--- config.mk ---
export PLATFORM = sky130hd
export DESIGN_NAME = i2c_start_seq
export DESIGN_NICKNAME = d
export VERILOG_FILES = /design/src/rtl/i2c_start_pkg.sv /design/src/rtl/i2c_line_sync.sv /design/src/rtl/i2c_interval_timer.sv /design/src/rtl/i2c_start_seq.sv
export SDC_FILE = /design/constraint.sdc
export NUM_CORES = 1
export LEC_CHECK = 0
export BUFFER_PORTS_ARGS = -buffer_cell sky130_fd_sc_hd__buf_2
export CAP_MARGIN = 5
export CORE_ASPECT_RATIO = 2
export CORE_MARGIN = 1.5
export CORE_UTILIZATION = 25
export DETAILED_ROUTE_END_ITERATION = 7
export SETUP_SLACK_MARGIN = 0.02
export SYNTH_ARGS = -nofsm -noshare
export SYNTH_HDL_FRONTEND = slang
export SYNTH_SLANG_ARGS = --single-unit
--- constraint.sdc ---
create_clock -name clk -period 2.4 [get_ports clk]
set_clock_uncertainty 0.05 [all_clocks]
set_input_delay 0.48 -clock clk [delete_from_list [all_inputs] [get_ports clk]]
set_output_delay 0.48 -clock clk [all_outputs]
set_load 0.03 [all_outputs]
--- src/rtl/i2c_start_pkg.sv ---
package i2c_start_pkg;
  typedef enum logic [2:0] {
    SQ_IDLE,
    SQ_WAIT,
    SQ_T1,
    SQ_T2,
    SQ_HOLD
  } seq_state_t;

  localparam int FLAG_N    = 4;
  localparam int FL_START  = 0;
  localparam int FL_DONE   = 1;
  localparam int FL_BCOL   = 2;
  localparam int FL_WCOL   = 3;
endpackage

--- src/rtl/i2c_line_sync.sv ---
module i2c_line_sync #(
  parameter int W = 2
) (
  input  logic         clk,
  input  logic         rst_n,
  input  logic [W-1:0] d,
  output logic [W-1:0] q
);
  for (genvar i = 0; i < W; i++) begin : g_bit
    logic meta;
    logic stab;
    always_ff @(posedge clk or negedge rst_n) begin
      if (!rst_n) begin
        meta <= 1'b1;
        stab <= 1'b1;
      end else begin
        meta <= d[i];
        stab <= meta;
      end
    end
    assign q[i] = stab;
  end
endmodule

--- src/rtl/i2c_interval_timer.sv ---
module i2c_interval_timer #(
  parameter int W = 7
) (
  input  logic         clk,
  input  logic         rst_n,
  input  logic         load,
  input  logic         run,
  input  logic [W-1:0] load_val,
  output logic         expired
);
  logic [W-1:0] cnt;

  always_ff @(posedge clk or negedge rst_n) begin
    if (!rst_n)                   cnt <= '0;
    else if (load)                cnt <= load_val;
    else if (run && cnt != '0)    cnt <= cnt - 1'b1;
  end

  assign expired = run && (cnt == '0);

  p_reload_r2: assert property (@(posedge clk) disable iff (!rst_n)
    load |=> (cnt == $past(load_val)));
endmodule

--- src/rtl/i2c_start_seq.sv ---
module i2c_start_seq
  import i2c_start_pkg::*;
#(
  parameter int RELOAD_W = 7,
  parameter int CMD_W    = 5,
  parameter int DATA_W   = 8
) (
  input  logic                clk,
  input  logic                rst_n,
  input  logic                cmd_wr,
  input  logic [CMD_W-1:0]    cmd_wdata,
  output logic [CMD_W-1:0]    cmd_bits,
  input  logic [RELOAD_W-1:0] reload_val,
  input  logic                tx_wr,
  input  logic [DATA_W-1:0]   tx_wdata,
  output logic [DATA_W-1:0]   tx_buf,
  input  logic                sda_in,
  input  logic                scl_in,
  output logic                sda_oe,
  output logic                scl_oe,
  input  logic [3:0]          flag_clr,
  output logic                start_seen,
  output logic                done_irq,
  output logic                bus_coll,
  output logic                wr_coll
);
  seq_state_t st;
  logic [1:0] line_s;
  logic       sda_s, scl_s;
  logic       busy, cmd_take, both_hi, both_lo;
  logic       abort_c, edge_c, done_c;
  logic       tmr_load, tmr_run, tmr_exp;
  logic [CMD_W-1:0]  cmd_q;
  logic [FLAG_N-1:0] flg, flg_set;

  i2c_line_sync #(.W(2)) u_sync (
    .clk(clk), .rst_n(rst_n), .d({scl_in, sda_in}), .q(line_s)
  );
  assign sda_s = line_s[0];
  assign scl_s = line_s[1];

  i2c_interval_timer #(.W(RELOAD_W)) u_tmr (
    .clk(clk), .rst_n(rst_n), .load(tmr_load), .run(tmr_run),
    .load_val(reload_val), .expired(tmr_exp)
  );

  assign busy     = (st == SQ_WAIT) || (st == SQ_T1) || (st == SQ_T2);
  assign cmd_take = cmd_wr && !busy;
  assign both_hi  = sda_s && scl_s;
  assign both_lo  = !sda_s && !scl_s;

  assign abort_c  = ((st == SQ_WAIT) && both_lo) || ((st == SQ_T1) && !both_hi);
  assign edge_c   = (st == SQ_T1) && both_hi && tmr_exp;
  assign done_c   = (st == SQ_T2) && tmr_exp;
  assign tmr_load = ((st == SQ_WAIT) && both_hi) || edge_c;
  assign tmr_run  = (st == SQ_T1) || (st == SQ_T2);

  always_ff @(posedge clk or negedge rst_n) begin
    if (!rst_n) st <= SQ_IDLE;
    else begin
      case (st)
        SQ_IDLE, SQ_HOLD:
          if (cmd_take) st <= cmd_wdata[0] ? SQ_WAIT : SQ_IDLE;
        SQ_WAIT:
          if (both_lo)      st <= SQ_IDLE;
          else if (both_hi) st <= SQ_T1;
        SQ_T1:
          if (!both_hi)     st <= SQ_IDLE;
          else if (tmr_exp) st <= SQ_T2;
        SQ_T2:
          if (tmr_exp)      st <= SQ_HOLD;
        default:            st <= SQ_IDLE;
      endcase
    end
  end

  always_ff @(posedge clk or negedge rst_n) begin
    if (!rst_n)                  cmd_q <= '0;
    else if (cmd_take)           cmd_q <= cmd_wdata;
    else if (abort_c || done_c)  cmd_q[0] <= 1'b0;
  end

  always_ff @(posedge clk or negedge rst_n) begin
    if (!rst_n)                tx_buf <= '0;
    else if (tx_wr && !busy)   tx_buf <= tx_wdata;
  end

  always_comb begin
    flg_set           = '0;
    flg_set[FL_START] = edge_c;
    flg_set[FL_DONE]  = done_c;
    flg_set[FL_BCOL]  = abort_c;
    flg_set[FL_WCOL]  = tx_wr && busy;
  end

  always_ff @(posedge clk or negedge rst_n) begin
    if (!rst_n) flg <= '0;
    else        flg <= flg_set | (flg & ~flag_clr);
  end

  assign cmd_bits   = cmd_q;
  assign sda_oe     = (st == SQ_T2) || (st == SQ_HOLD);
  assign scl_oe     = 1'b0;
  assign start_seen = flg[FL_START];
  assign done_irq   = flg[FL_DONE];
  assign bus_coll   = flg[FL_BCOL];
  assign wr_coll    = flg[FL_WCOL];

  p_start_flag_r3: assert property (@(posedge clk) disable iff (!rst_n)
    $rose(sda_oe) |-> start_seen);
  p_done_hold_r4: assert property (@(posedge clk) disable iff (!rst_n)
    $rose(done_irq) |-> (!cmd_q[0] && sda_oe));
  p_abort_release_r6: assert property (@(posedge clk) disable iff (!rst_n)
    $rose(bus_coll) |-> (!sda_oe && !cmd_q[0]));
  p_wcol_keep_r7: assert property (@(posedge clk) disable iff (!rst_n)
    (busy && tx_wr) |=> (wr_coll && $stable(tx_buf)));
  p_cmd_lock_r8: assert property (@(posedge clk) disable iff (!rst_n)
    (busy && cmd_wr) |=> $stable(cmd_q[CMD_W-1:1]));
  p_set_wins_r9: assert property (@(posedge clk) disable iff (!rst_n)
    (busy && tx_wr && flag_clr[3]) |=> wr_coll);
endmodule

# Word level (Yosys, flattened, before mapping)
# Index checks and enable logic that the tools add are counted.
# Widths: inputs -> output; s select.
[word_totals]
regBits = 31
input_bits = 30
out_inout_bits = 19
[op_classes]
n_addsub = 1
n_eq_ne = 8
muxes = 12
bitwise = 3
n_reduce_logical = 31
[op_table]
columns = ["op", "count"]
rows = [
  ["$mux 3", 6],
  ["$mux 7", 2],
  ["$logic_and 1x1->1", 13],
  ["$pmux 3 s4", 1],
  ["$logic_not 7->1", 1],
  ["$logic_or 1x1->1", 7],
  ["$reduce_bool 7->1", 1],
  ["$sub 7x1->7 const B", 1],
  ["$eq 3x2->1 const B", 2],
  ["$ne 3x3->1 const B", 2],
  ["$and 4x4->4", 1],
  ["$logic_not 1->1", 4],
  ["$ne 2x2->1 const B", 2],
  ["$not 4->4", 1],
  ["$or 4x4->4", 1],
  ["$reduce_and 4->1", 1],
  ["$reduce_bool 2->1", 2],
  ["$eq 3x1->1 const B", 1],
  ["$eq 3x3->1 const B", 1],
  ["$logic_not 3->1", 1],
  ["$mux 1", 3],
  ["$reduce_or 2->1", 1],
]

# Logic depth before layout (Yosys ltp)
# Gate-level depths: netlist (run 1).
[logic_depth]
depth_word = 7
mapped_depth = 7
mapped_depth_nobuf = 6

# Cells and area by module
# From an unflattened synthesis (run 1), not the netlist that was laid out.
[unflattened]
cells_unflattened = 146
area_unflattened_um2 = 1626.6
[modules_own_cells]
columns = ["mod", "instances", "cells_per_inst", "area_each_um2", "seq_area_each_um2"]
rows = [
  ["i2c_start_seq", 1, 84, 982.2, 500.5],
  ["i2c_interval_timer", 1, 56, 524.3, 175.2],
  ["i2c_line_sync", 1, 6, 120.1, 105.1],
]

# Least setup slack after synthesis (run 1)
# OpenSTA, ideal clock, no wires.
[synth_timing]
kind = "register to register"
start = "register u_tmr.cnt[0]"
end = "register u_tmr.cnt[1]"
setup_ns = 0.126
t_arrival_ns = 1.612
required_time_ns = 2.224
path_slack_ns = 0.612
stages_incl_launch_ff = 8
n_path_buf = 1
synth_period_minus_slack_ns = 1.788
cell_sequence = "dfrtp_1 > inv_1 > ha_1 > nor2b_1 > a41o_1 > and2_1 > buf_2 > a221o_1"
[synth_via]
elab_chain_len = 5
word_cells_on_any_way = 10
[synth_lines]
columns = ["item", "line_no", "text"]
rows = [
  ["start, declared", "i2c_interval_timer.sv:11", "logic [W-1:0] cnt;"],
  ["start signal, assigned", "i2c_interval_timer.sv:15", "else if (load) cnt <= load_val;"],
  ["start signal, assigned", "i2c_interval_timer.sv:16", "else if (run && cnt != '0) cnt <= cnt - 1'b1;"],
  ["branches (longest 5 deep; another with $sub 7x1->7)", "-", ""],
]
# Parallel ways; which one is timed is not known. The select of a mux whose other input is x is not followed.
# A chain may end at the register's enable or synchronous reset.

# Worst setup path after layout (run 1)
[layout_timing]
start = "register st[1]"
end = "output sda_oe"
[layout_via]
elab_chain_len = 2
word_cells_on_any_way = 3
[layout_lines]
columns = ["item", "line_no", "text"]
rows = [
  ["start, declared", "i2c_start_seq.sv:27", "seq_state_t st;"],
  ["start signal, assigned", "i2c_start_seq.sv:63", "if (cmd_take) st <= cmd_wdata[0] ? SQ_WAIT : SQ_IDLE;"],
  ["$eq 3x2->1 / $eq 3x3->1 (equally long branches)", "i2c_start_seq.sv:102", "assign sda_oe = (st == SQ_T2) || (st == SQ_HOLD);"],
  ["$logic_or 1x1->1 (*)", "i2c_start_seq.sv:102", ""],
  ["end, declared", "i2c_start_seq.sv:19", "output logic sda_oe,"],
]
# Mark *: on every way between the ends. The rest lies on a longest branch, timed or not.

==> results.cfg, run 1 <==
[status]
status = completed

[finish]
synthToLayoutAreaGrowth_pct = 28.8
design_area_mm2 = 0.00192
fillCellCount = 577
nets = 212
antenna_cells = 0
drive_gt1_share_pct = 42.8

[sta]
hold_viol_final = 0
grt_setup_unrepaired = no
setup_viol = 0
finalCriticalPeriod_ns = 2.05
worst_slew_pin_slew_ns = 0.683
fin_crit_sh_pct = 85.5
fmax_mhz = 487
relSlewSlack_pct = 54.5
setup-tns-final_ns = 0
drv_slew = 0
layout_setup_ws_ns = 0.347

[global_route]
grt_util_all_layers_pct = 11.8
grt_start_max_net_pins = 32
overflow = 0
grt_pass1_wl_mm = 5.70
antenna_found_initial = 0
grt_pass1_vias = 1250

[clock_network]
clk_latency_ns = 0.28
htree_levels = 2
post-cts-setup-buffers = 0
cts_hold_buf = 0
cts_resized = 0
cts_tree = done
clock-sinks = 31
numCtsBuffers = 5
clk_pin_slew_ns = 0.05
clk_path_buf_depth = 2
clock-root-buffer = clkbuf_16

[synthesis]
synthDistinctLibCells = 40
synth_flop_cell = dfrtp_1
syn_area_mm2 = 0.00149
synth.yosys.seq_area_share_pct = 52.4
ys_warn_count = 0
synth_cells = 129
ys_seq_elements = 31
syn-num-nets = 162
synth.avg_cell_area_um2 = 11.6
synth_edf_count = 0
async_reset_ff_share_pct = 100

[floorplan]
core_mm2 = 0.00571
die_w_um = 57.6
boundaryPins = 49
dieHeight_um = 112
dieArea_mm2 = 0.00646
rows = 39
start_util_pct = 26.1

[drt]
vias = 1169
vias_per_cell = 4.85
detail_route.wl_per_cell_um = 14.4
drt_wl_total_mm = 3.46
drc = 0
drt_first_pass_iters = 3
drtIter0Drc = 11
postRouteAntennaNets = 0

[worst_hold_path]
min_path_type = in -> async

[power]
power_density_mw_per_mm2 = 1360
p_leak_nw = 0.938
vdd_ir_drop_max_mv = 0.764

[critical_path]
crit_arrival_ns = 1.52
crit-reg2reg-launch = u_tmr.cnt[0]
worstSetupPathType = reg -> out
rrSetupSlack_ns = 0.43
cp-end-kind = output pin
reg2reg_to = u_tmr.cnt[6]
worstPathRequired_ns = 1.87
startpoint_type = register
r2r_cells = 6
path_max_fanout = 10

[placed_design]
placed_area_mm2 = 0.00177
hpwl_mm = 2.75
finalWeightedCongestion = 0.927
place_ws_ns = 0.426
numPortBuffers = 47

[run]
timing.max_cap.violations = 0
-- report_power, final --
part	internal, mW	total (mW)	switching, mW	leakage, nW
clock network	0.410	0.623	0.213	0.0739
logic	0.447	1.09	0.639	0.491
registers	0.733	0.906	0.173	0.373
-- layout make-up --
cell class	instances	area [µm²]	share of cell area (%)
repair buffers	49	250	13.0
clock inverters	1	5.00	0.261
flip-flops and latches	31	781	40.7
multi-input cells	79	616	32.1
well taps	61	76.3	3.98
inverters	13	48.8	2.54
clock buffers	7	143	7.43
-- metrics by stage --
| step | utilization, % | cells | hold WS (ns) | total power, mW |
|---|---|---|---|---|
| after floorplan | - | 129 | 0.134 | 1.72 |
| after global placement | 31.0 | 233 | 0.297 | 2.00 |
| after detailed placement | 31.0 | 233 | 0.297 | 2.01 |
| after CTS | 33.6 | 241 | 0.227 | 2.65 |
| after global routing | 33.6 | 241 | 0.239 | 2.78 |
| final | 33.6 | 241 | 0.191 | 2.61 |
-- layer usage --
layer	share of wire [%]	up-vias	global-route usage (%)
met3	3.0	11	2.76
met2	56	35	20.8
met4	4.6	0	8.99
li1	-	562	-
met5	0	-	0
met1	37	561	11.2
-- flip-flops by register name, summed over array words and instances (netlist names) --
signal	cells
cmd_bits	5
flg	4
st	3
tx_buf	8
u_sync.g_bit.meta	2
u_sync.g_bit.stab	2
u_tmr.cnt	7
-- worst max-delay path by stage --
stage               slack [ns]  depth (start not counted)         start           end
floorplan                 0.61                          7  u_tmr.cnt[0]  u_tmr.cnt[1]
global placement          0.49                          6  u_tmr.cnt[0]  u_tmr.cnt[6]
detailed placement        0.43                          6  u_tmr.cnt[0]  u_tmr.cnt[6]
CTS                       0.35                          4         st[1]        sda_oe
global route              0.21                          4         st[1]        sda_oe
finish                    0.35                          4         st[1]        sda_oe
-- cells in the final DEF, fill, tap and decap left out, types with 2 or more instances in the layout --
| cell | n |
|---|---|
| nand2_1 | 4 |
| buf_2 | 47 |
| ha_1 | 3 |
| inv_1 | 13 |
| a21oi_1 | 3 |
| buf_4 | 2 |
| o41ai_1 | 2 |
| o21ai_0 | 4 |
| dfstp_2 | 4 |
| o21ai_1 | 3 |
| a2bb2oi_1 | 2 |
| mux2_2 | 13 |
| a41o_1 | 2 |
| nor2b_1 | 3 |
| dfrtp_1 | 27 |
| nor2_1 | 9 |
| a22o_1 | 3 |
| a221o_1 | 3 |
| or4_1 | 2 |
| clkbuf_16 | 5 |
| nor3_1 | 3 |
| nand3_1 | 2 |
-- cells in the mapped netlist (all sizes together), types with 2 or more instances --
cell / number / area (µm²)
dfrtp: 27 / 676
mux2: 14 / 158
inv: 13 / 48.8
nor2: 9 / 33.8
o21ai: 8 / 43.8
buf: 6 / 45.0
dfstp: 4 / 105
nand2: 4 / 15.0
nor2b: 4 / 32.5
a21oi: 3 / 15.0
a221o: 3 / 30.0
a22o: 3 / 26.3
ha: 3 / 37.5
nor3: 3 / 15.0
a2bb2oi: 2 / 17.5
a41o: 2 / 20.0
nand3: 2 / 10.0
o41ai: 2 / 17.5
or4: 2 / 15.0
-- critical path: stages (launching register included) --
cell,delay (ns)
dfrtp_1,0.54
inv_1,0.14
nor2_1,0.17
a22o_1,0.19
buf_2,0.20
-- logic make-up (layout without fill, tap and decap cells) --
kind of cell	after synthesis	after routing	share of synthesized area [%]
AOI/OAI and AO/OA	30	30	15.5
other	1	1	0.252
and+or+nand+nor	30	30	11.8
adders and majority gates	3	3	2.52
muxes	15	15	11.3
DFF	31	31	52.4
buffers and inverters	19	70	6.30
Power figures use the tool's default switching activity.
==> run 2, diff against run 1 <==
--- a/config.mk
+++ b/config.mk
@@ -5,11 +5,13 @@
 export SDC_FILE = /design/constraint.sdc
 export NUM_CORES = 1
 export LEC_CHECK = 0
+export ABC_AREA = 1
 export BUFFER_PORTS_ARGS = -buffer_cell sky130_fd_sc_hd__buf_2
 export CAP_MARGIN = 5
 export CORE_ASPECT_RATIO = 2
 export CORE_MARGIN = 1.5
 export CORE_UTILIZATION = 25
+export CTS_CLUSTER_DIAMETER = 40
 export DETAILED_ROUTE_END_ITERATION = 7
 export SETUP_SLACK_MARGIN = 0.02
 export SYNTH_ARGS = -nofsm -noshare
==> results.cfg, run 2 <==
[finish]
max_flop_register = tx_buf
layout_commonest_cell = nand2_1
fin_util_pct = 33.8
synthToLayoutAreaGrowth_pct = 29.9
fin_cells = 323
drive_gt1_share_pct = 35.6
largest_reg_flops = 8
fillCellCount = 673
final_cell_mix = 59 x nand2_1, 47 x buf_2, 27 x dfrtp_1
nets = 271
antenna_cells = 0

[drt]
drtIter0Drc = 13
detail_route.wl_per_cell_um = 11.3
vias_per_cell = 4.24
drt_wl_total_mm = 3.64
drt_first_pass_iters = 4
vias = 1369
drc = 0
postRouteAntennaNets = 0

[status]
status = completed

[clock_network]
clock-sinks = 31
post-cts-setup-buffers = 0
cts_tree = done
clock-root-buffer = clkbuf_16
numCtsBuffers = 5
clk_pin_slew_ns = 0.05
htree_levels = 2
cts_resized = 0
clk_latency_ns = 0.28
cts_hold_buf = 0
clk_path_buf_depth = 2

[sta]
worst_slew_pin_slew_ns = 0.702
fmax_mhz = 521
finalCriticalPeriod_ns = 1.92
grt_setup_unrepaired = no
setup-tns-final_ns = 0
fin_crit_sh_pct = 80.0
hold_viol_final = 0
whs_ns = 0.205
drv_slew = 0
relSlewSlack_pct = 53.2
setup_viol = 0

[placed_design]
hpwl_mm = 2.85
numPortBuffers = 47
finalWeightedCongestion = 0.771
dp_cells = 315

[floorplan]
die_w_um = 59.1
start_util_pct = 26.0
dieArea_mm2 = 0.00682
rows = 40
boundaryPins = 49
dieHeight_um = 115
core_mm2 = 0.00606

[critical_path]
worst_path_largest_cell_delay_ns = 0.47
crit_arrival_ns = 1.39
crit_path_start = st[0]
worstSetupPathType = reg -> out
critPathSlowestCell = dfrtp_1
path_max_fanout = 6
startpoint_type = register
worstPathRequired_ns = 1.87
reg2reg_to = st[2]
r2r_cells = 11
crit-reg2reg-launch = u_tmr.cnt[0]
rrSetupSlack_ns = 0.75
cp-end-kind = output pin
path_cells = inv_2 -> nand2_1 -> o2bb2ai_1 -> buf_2

[synthesis]
synth_edf_count = 0
synth_top_area_share_pct = 42.9
synth.area.top_cells = dfrtp_1 43%, nand2_1 14%, nand3_1 8.3%, dfstp_2 6.7%, inv_1 3.6%
synth_cells = 186
syn_area_mm2 = 0.00158
synth.avg_cell_area_um2 = 8.47
yosys.area.top_type = dfrtp_1
ys_warn_count = 0
synthDistinctLibCells = 28
synthMostInstantiatedCell = nand2_1
ys_seq_elements = 31
synth.top_cells.by_count = 59 x nand2_1, 27 x dfrtp_1, 26 x nand3_1, 15 x inv_1, 8 x inv_2
syn-num-nets = 219
synth.yosys.seq_area_share_pct = 49.6
async_reset_ff_share_pct = 100
synth_flop_cell = dfrtp_1

[worst_hold_path]
min_path_type = in -> async

[power]
p_leak_nw = 1.07
power_density_mw_per_mm2 = 1350
totalPowerFinal_mw = 2.76
vdd_ir_drop_max_mv = 0.636

[run]
timing.max_cap.violations = 0

[global_route]
grt_pass1_wl_mm = 6.06
overflow = 0
grt_pass1_vias = 1335
grt_start_max_net_pins = 32
antenna_found_initial = 0
grt_util_all_layers_pct = 12.0
## run 2: cell count changes in the layout (fill, tap and decap cells not counted), moves of 3 or more
cell	before	now
a22o_1	3	0
nand2_1	4	59
a221o_1	3	0
mux2_2	13	0
o21ai_1	3	6
nor2_1	9	6
nor2_4	0	4
nor2b_1	3	0
nand3_2	0	4
a21oi_1	3	0
nand3_1	2	26
inv_2	0	8
nand2_4	0	3
## run 2: stage by stage
stage               cell area, µm²  setup WS [ns]
floorplan                     1580          0.739
global placement              1900          0.775
global route                  2050          0.392
CTS                           2050          0.481
finish                        2050          0.480
detailed placement            1900          0.729
## run 2: power by group
group	switching [mW]	leakage, nW	internal, mW
Combinational	0.854	0.619	0.411
Clock	0.221	0.0669	0.382
Sequential	0.158	0.382	0.731
## run 2: worst max-delay path: cells and delay by family (launching register included)
family / cells / cell delay [ns]
DFF: 1 / 0.47
AOI/OAI and AO/OA: 1 / 0.15
buffers and inverters: 2 / 0.39
and+or+nand+nor: 1 / 0.10
## run 2: how the worst max path moves through the flow
| stage | endpoint | slack (ns) | cells past startpoint |
|---|---|---|---|
| 6_report | sda_oe | 0.48 | 4 |
| 5_1_grt | sda_oe | 0.39 | 4 |
| 4_1_cts | sda_oe | 0.48 | 4 |
| 3_5_place_dp | st[2] | 0.73 | 11 |
| 3_3_place_gp | st[2] | 0.77 | 11 |
| 2_1_floorplan | sda_oe | 0.74 | 3 |
## run 2: cell type report
cell class | count | area (µm²) | share of cell area, %
flip-flops and latches | 31 | 781 | 38.2
multi-input cells | 128 | 682 | 33.3
repair buffers | 47 | 235 | 11.5
clock buffers | 6 | 129 | 6.30
well taps | 84 | 105 | 5.14
inverters | 25 | 101 | 4.95
clock inverters | 2 | 12.5 | 0.612
## run 2: cell families after synthesis
group	share of synthesized area [%]
AND/OR/NAND/NOR	34.0
adder cells (fa/ha/maj)	2.38
AO/OA/AOI/OAI	5.00
buffers and inverters	7.15
XOR/XNOR	1.67
flip-flops	49.6
other	0.238
## run 2: metal layers
layer  part of all wire [%]  track usage [%]  vias up
li1                       -                -      692
met1                     36             11.3      630
met2                     57             22.5       40
met3                    4.6             2.70        7
met4                    2.6             6.82        0
met5                      0                0        -
==> run 3, diff against run 2 <==
==> constraint.sdc (replaced) <==
create_clock -name clk -period 1.69 [get_ports clk]
set_clock_uncertainty 0.05 [all_clocks]
set_input_delay 0.338 -clock clk [delete_from_list [all_inputs] [get_ports clk]]
set_output_delay 0.338 -clock clk [all_outputs]
set_load 0.03 [all_outputs]
==> results.cfg, run 3 (synthesis gave the netlist of run 2 again) <==
[finish]
seqCellArea_um2 = 782
final_cell_mix = 59 x nand2_1, 46 x buf_2, 26 x nand3_1, 26 x dfrtp_1, 14 x inv_1
largest_reg_flops = 8
nets = 281
antenna_cells = 0
multi_input_area_um2 = 694
drive_gt1_share_pct = 39.4
fin_cells = 333
fillCellCount = 639
layout_commonest_cell = nand2_1
synthToLayoutAreaGrowth_pct = 38.8
max_flop_register = tx_buf

[critical_path]
crit_arrival_ns = 1.22
worstSetupPathType = reg -> out
startpoint_type = register
cp-end-kind = output pin
path_max_fanout = 4
rrSetupSlack_ns = 0.17
reg2reg_to = st[2]
worstPathRequired_ns = 1.30
crit-reg2reg-launch = u_tmr.cnt[1]
r2r_cells = 11

[placed_design]
numPortBuffers = 47
finalWeightedCongestion = 0.814
dp_cells = 319
hpwl_mm = 2.88

[power]
p_sw_share_pct = 41.9
clockPowerShare_pct = 24.5
vdd_ir_drop_max_mv = 0.994
netSwitchingPower_mw = 1.79
power_frac_comb_pct = 46.4
power_density_mw_per_mm2 = 1960
p_int_mw = 2.49
p_leak_nw = 1.14
power_frac_seq_pct = 29.1

[clock_network]
numCtsBuffers = 5
clock-root-buffer = clkbuf_16
clk_pin_slew_ns = 0.05
clk_path_buf_depth = 2
clock-sinks = 31
htree_levels = 2
cts_tree = done
clk_latency_ns = 0.27

[drt]
postRouteAntennaNets = 0
drc = 0
drtIter0Drc = 12
vias = 1369
vias_per_cell = 4.11
detail_route.wl_per_cell_um = 11.1
drt_first_pass_iters = 4
drt_wl_total_mm = 3.69

[floorplan]
dieHeight_um = 115
rows = 40
core_mm2 = 0.00606
boundaryPins = 49
dieArea_mm2 = 0.00682
start_util_pct = 26.0
die_w_um = 59.1

[sta]
whs_ns = 0.113
drv_slew = 0
grt_setup_unrepaired = no
fmax_mhz = 621
setup_viol = 0
hold_viol_final = 0
fin_crit_sh_pct = 95.2
setup-tns-final_ns = 0
finalCriticalPeriod_ns = 1.61

[global_route]
grt_pass1_wl_mm = 5.98
grt_pass1_vias = 1340
overflow = 0
antenna_found_initial = 0
grt_util_all_layers_pct = 11.7
grt_start_max_net_pins = 18

[worst_hold_path]
hp-start = scl_in
min_to = u_sync.g_bit[1].meta
min_path_type = in -> reg
whs_path_depth = 1

[status]
status = completed

[run]
timing.max_cap.violations = 0
==> run 3: how the worst max path moves through the flow <==
stage | start | slack (ns) | end
2_1_floorplan | st[0] | 0.17 | sda_oe
3_3_place_gp | u_tmr.cnt[0] | 0.15 | st[2]
3_5_place_dp | u_tmr.cnt[0] | 0.10 | st[2]
4_1_cts | st[0] | 0.02 | sda_oe
5_1_grt | u_tmr.cnt[1] | 0.01 | st[2]
6_report | st[2] | 0.08 | sda_oe
==> run 3: repair_timing <==
action	CTS	global route
pin swaps	1	1
gates resized for setup	3	3
cloned	0	0
hold buffers	1	0
setup endpoints to repair	1	10
endpoints found under the hold margin	16	0
buffers inserted	0	5
==> run 3: cell type report <==
class	instances	share of cell area, %
clock buffer	6	6.35
inverter	25	4.75
timing repair buffer	57	15.0
multi-input combinational	128	31.8
clock inverter	2	1.60
tap	84	4.81
sequential	31	35.8
==> run 3: stage by stage <==
step,area [µm²],util [%],total power [mW],setup slack [ns]
final,2190,36.1,4.28,0.0806
after floorplan,1580,-,2.61,0.171
after global routing,2190,36.1,4.58,0.0102
after CTS,2140,35.3,4.21,0.0250
after detailed placement,1950,32.1,3.13,0.100
after global placement,1950,32.1,3.11,0.146
==> run 3: power by group through the flow <==
| stage | Clock [mW] | Sequential (mW) | Combinational, mW |
|---|---|---|---|
| CTS | 1.07 | 1.26 | 1.88 |
| global route | 1.11 | 1.29 | 2.19 |
| finish | 1.05 | 1.25 | 1.99 |
| global placement | 0 | 1.26 | 1.85 |
| detailed placement | 0 | 1.26 | 1.87 |
| floorplan | 0 | 1.58 | 1.03 |
==> run 3: critical path: stages, from the launching register on <==
cell	delay, ns
dfrtp_1	0.46
nor2_4	0.16
o2bb2ai_1	0.13
buf_4	0.19
==> run 3: routing by layer <==
metal	up-vias	wire [µm]	GRT usage, %
li1	705	-	-
met1	623	1390	11.7
met2	37	2080	21.9
met3	4	169	3.15
met4	0	55	4.55
met5	-	0	0
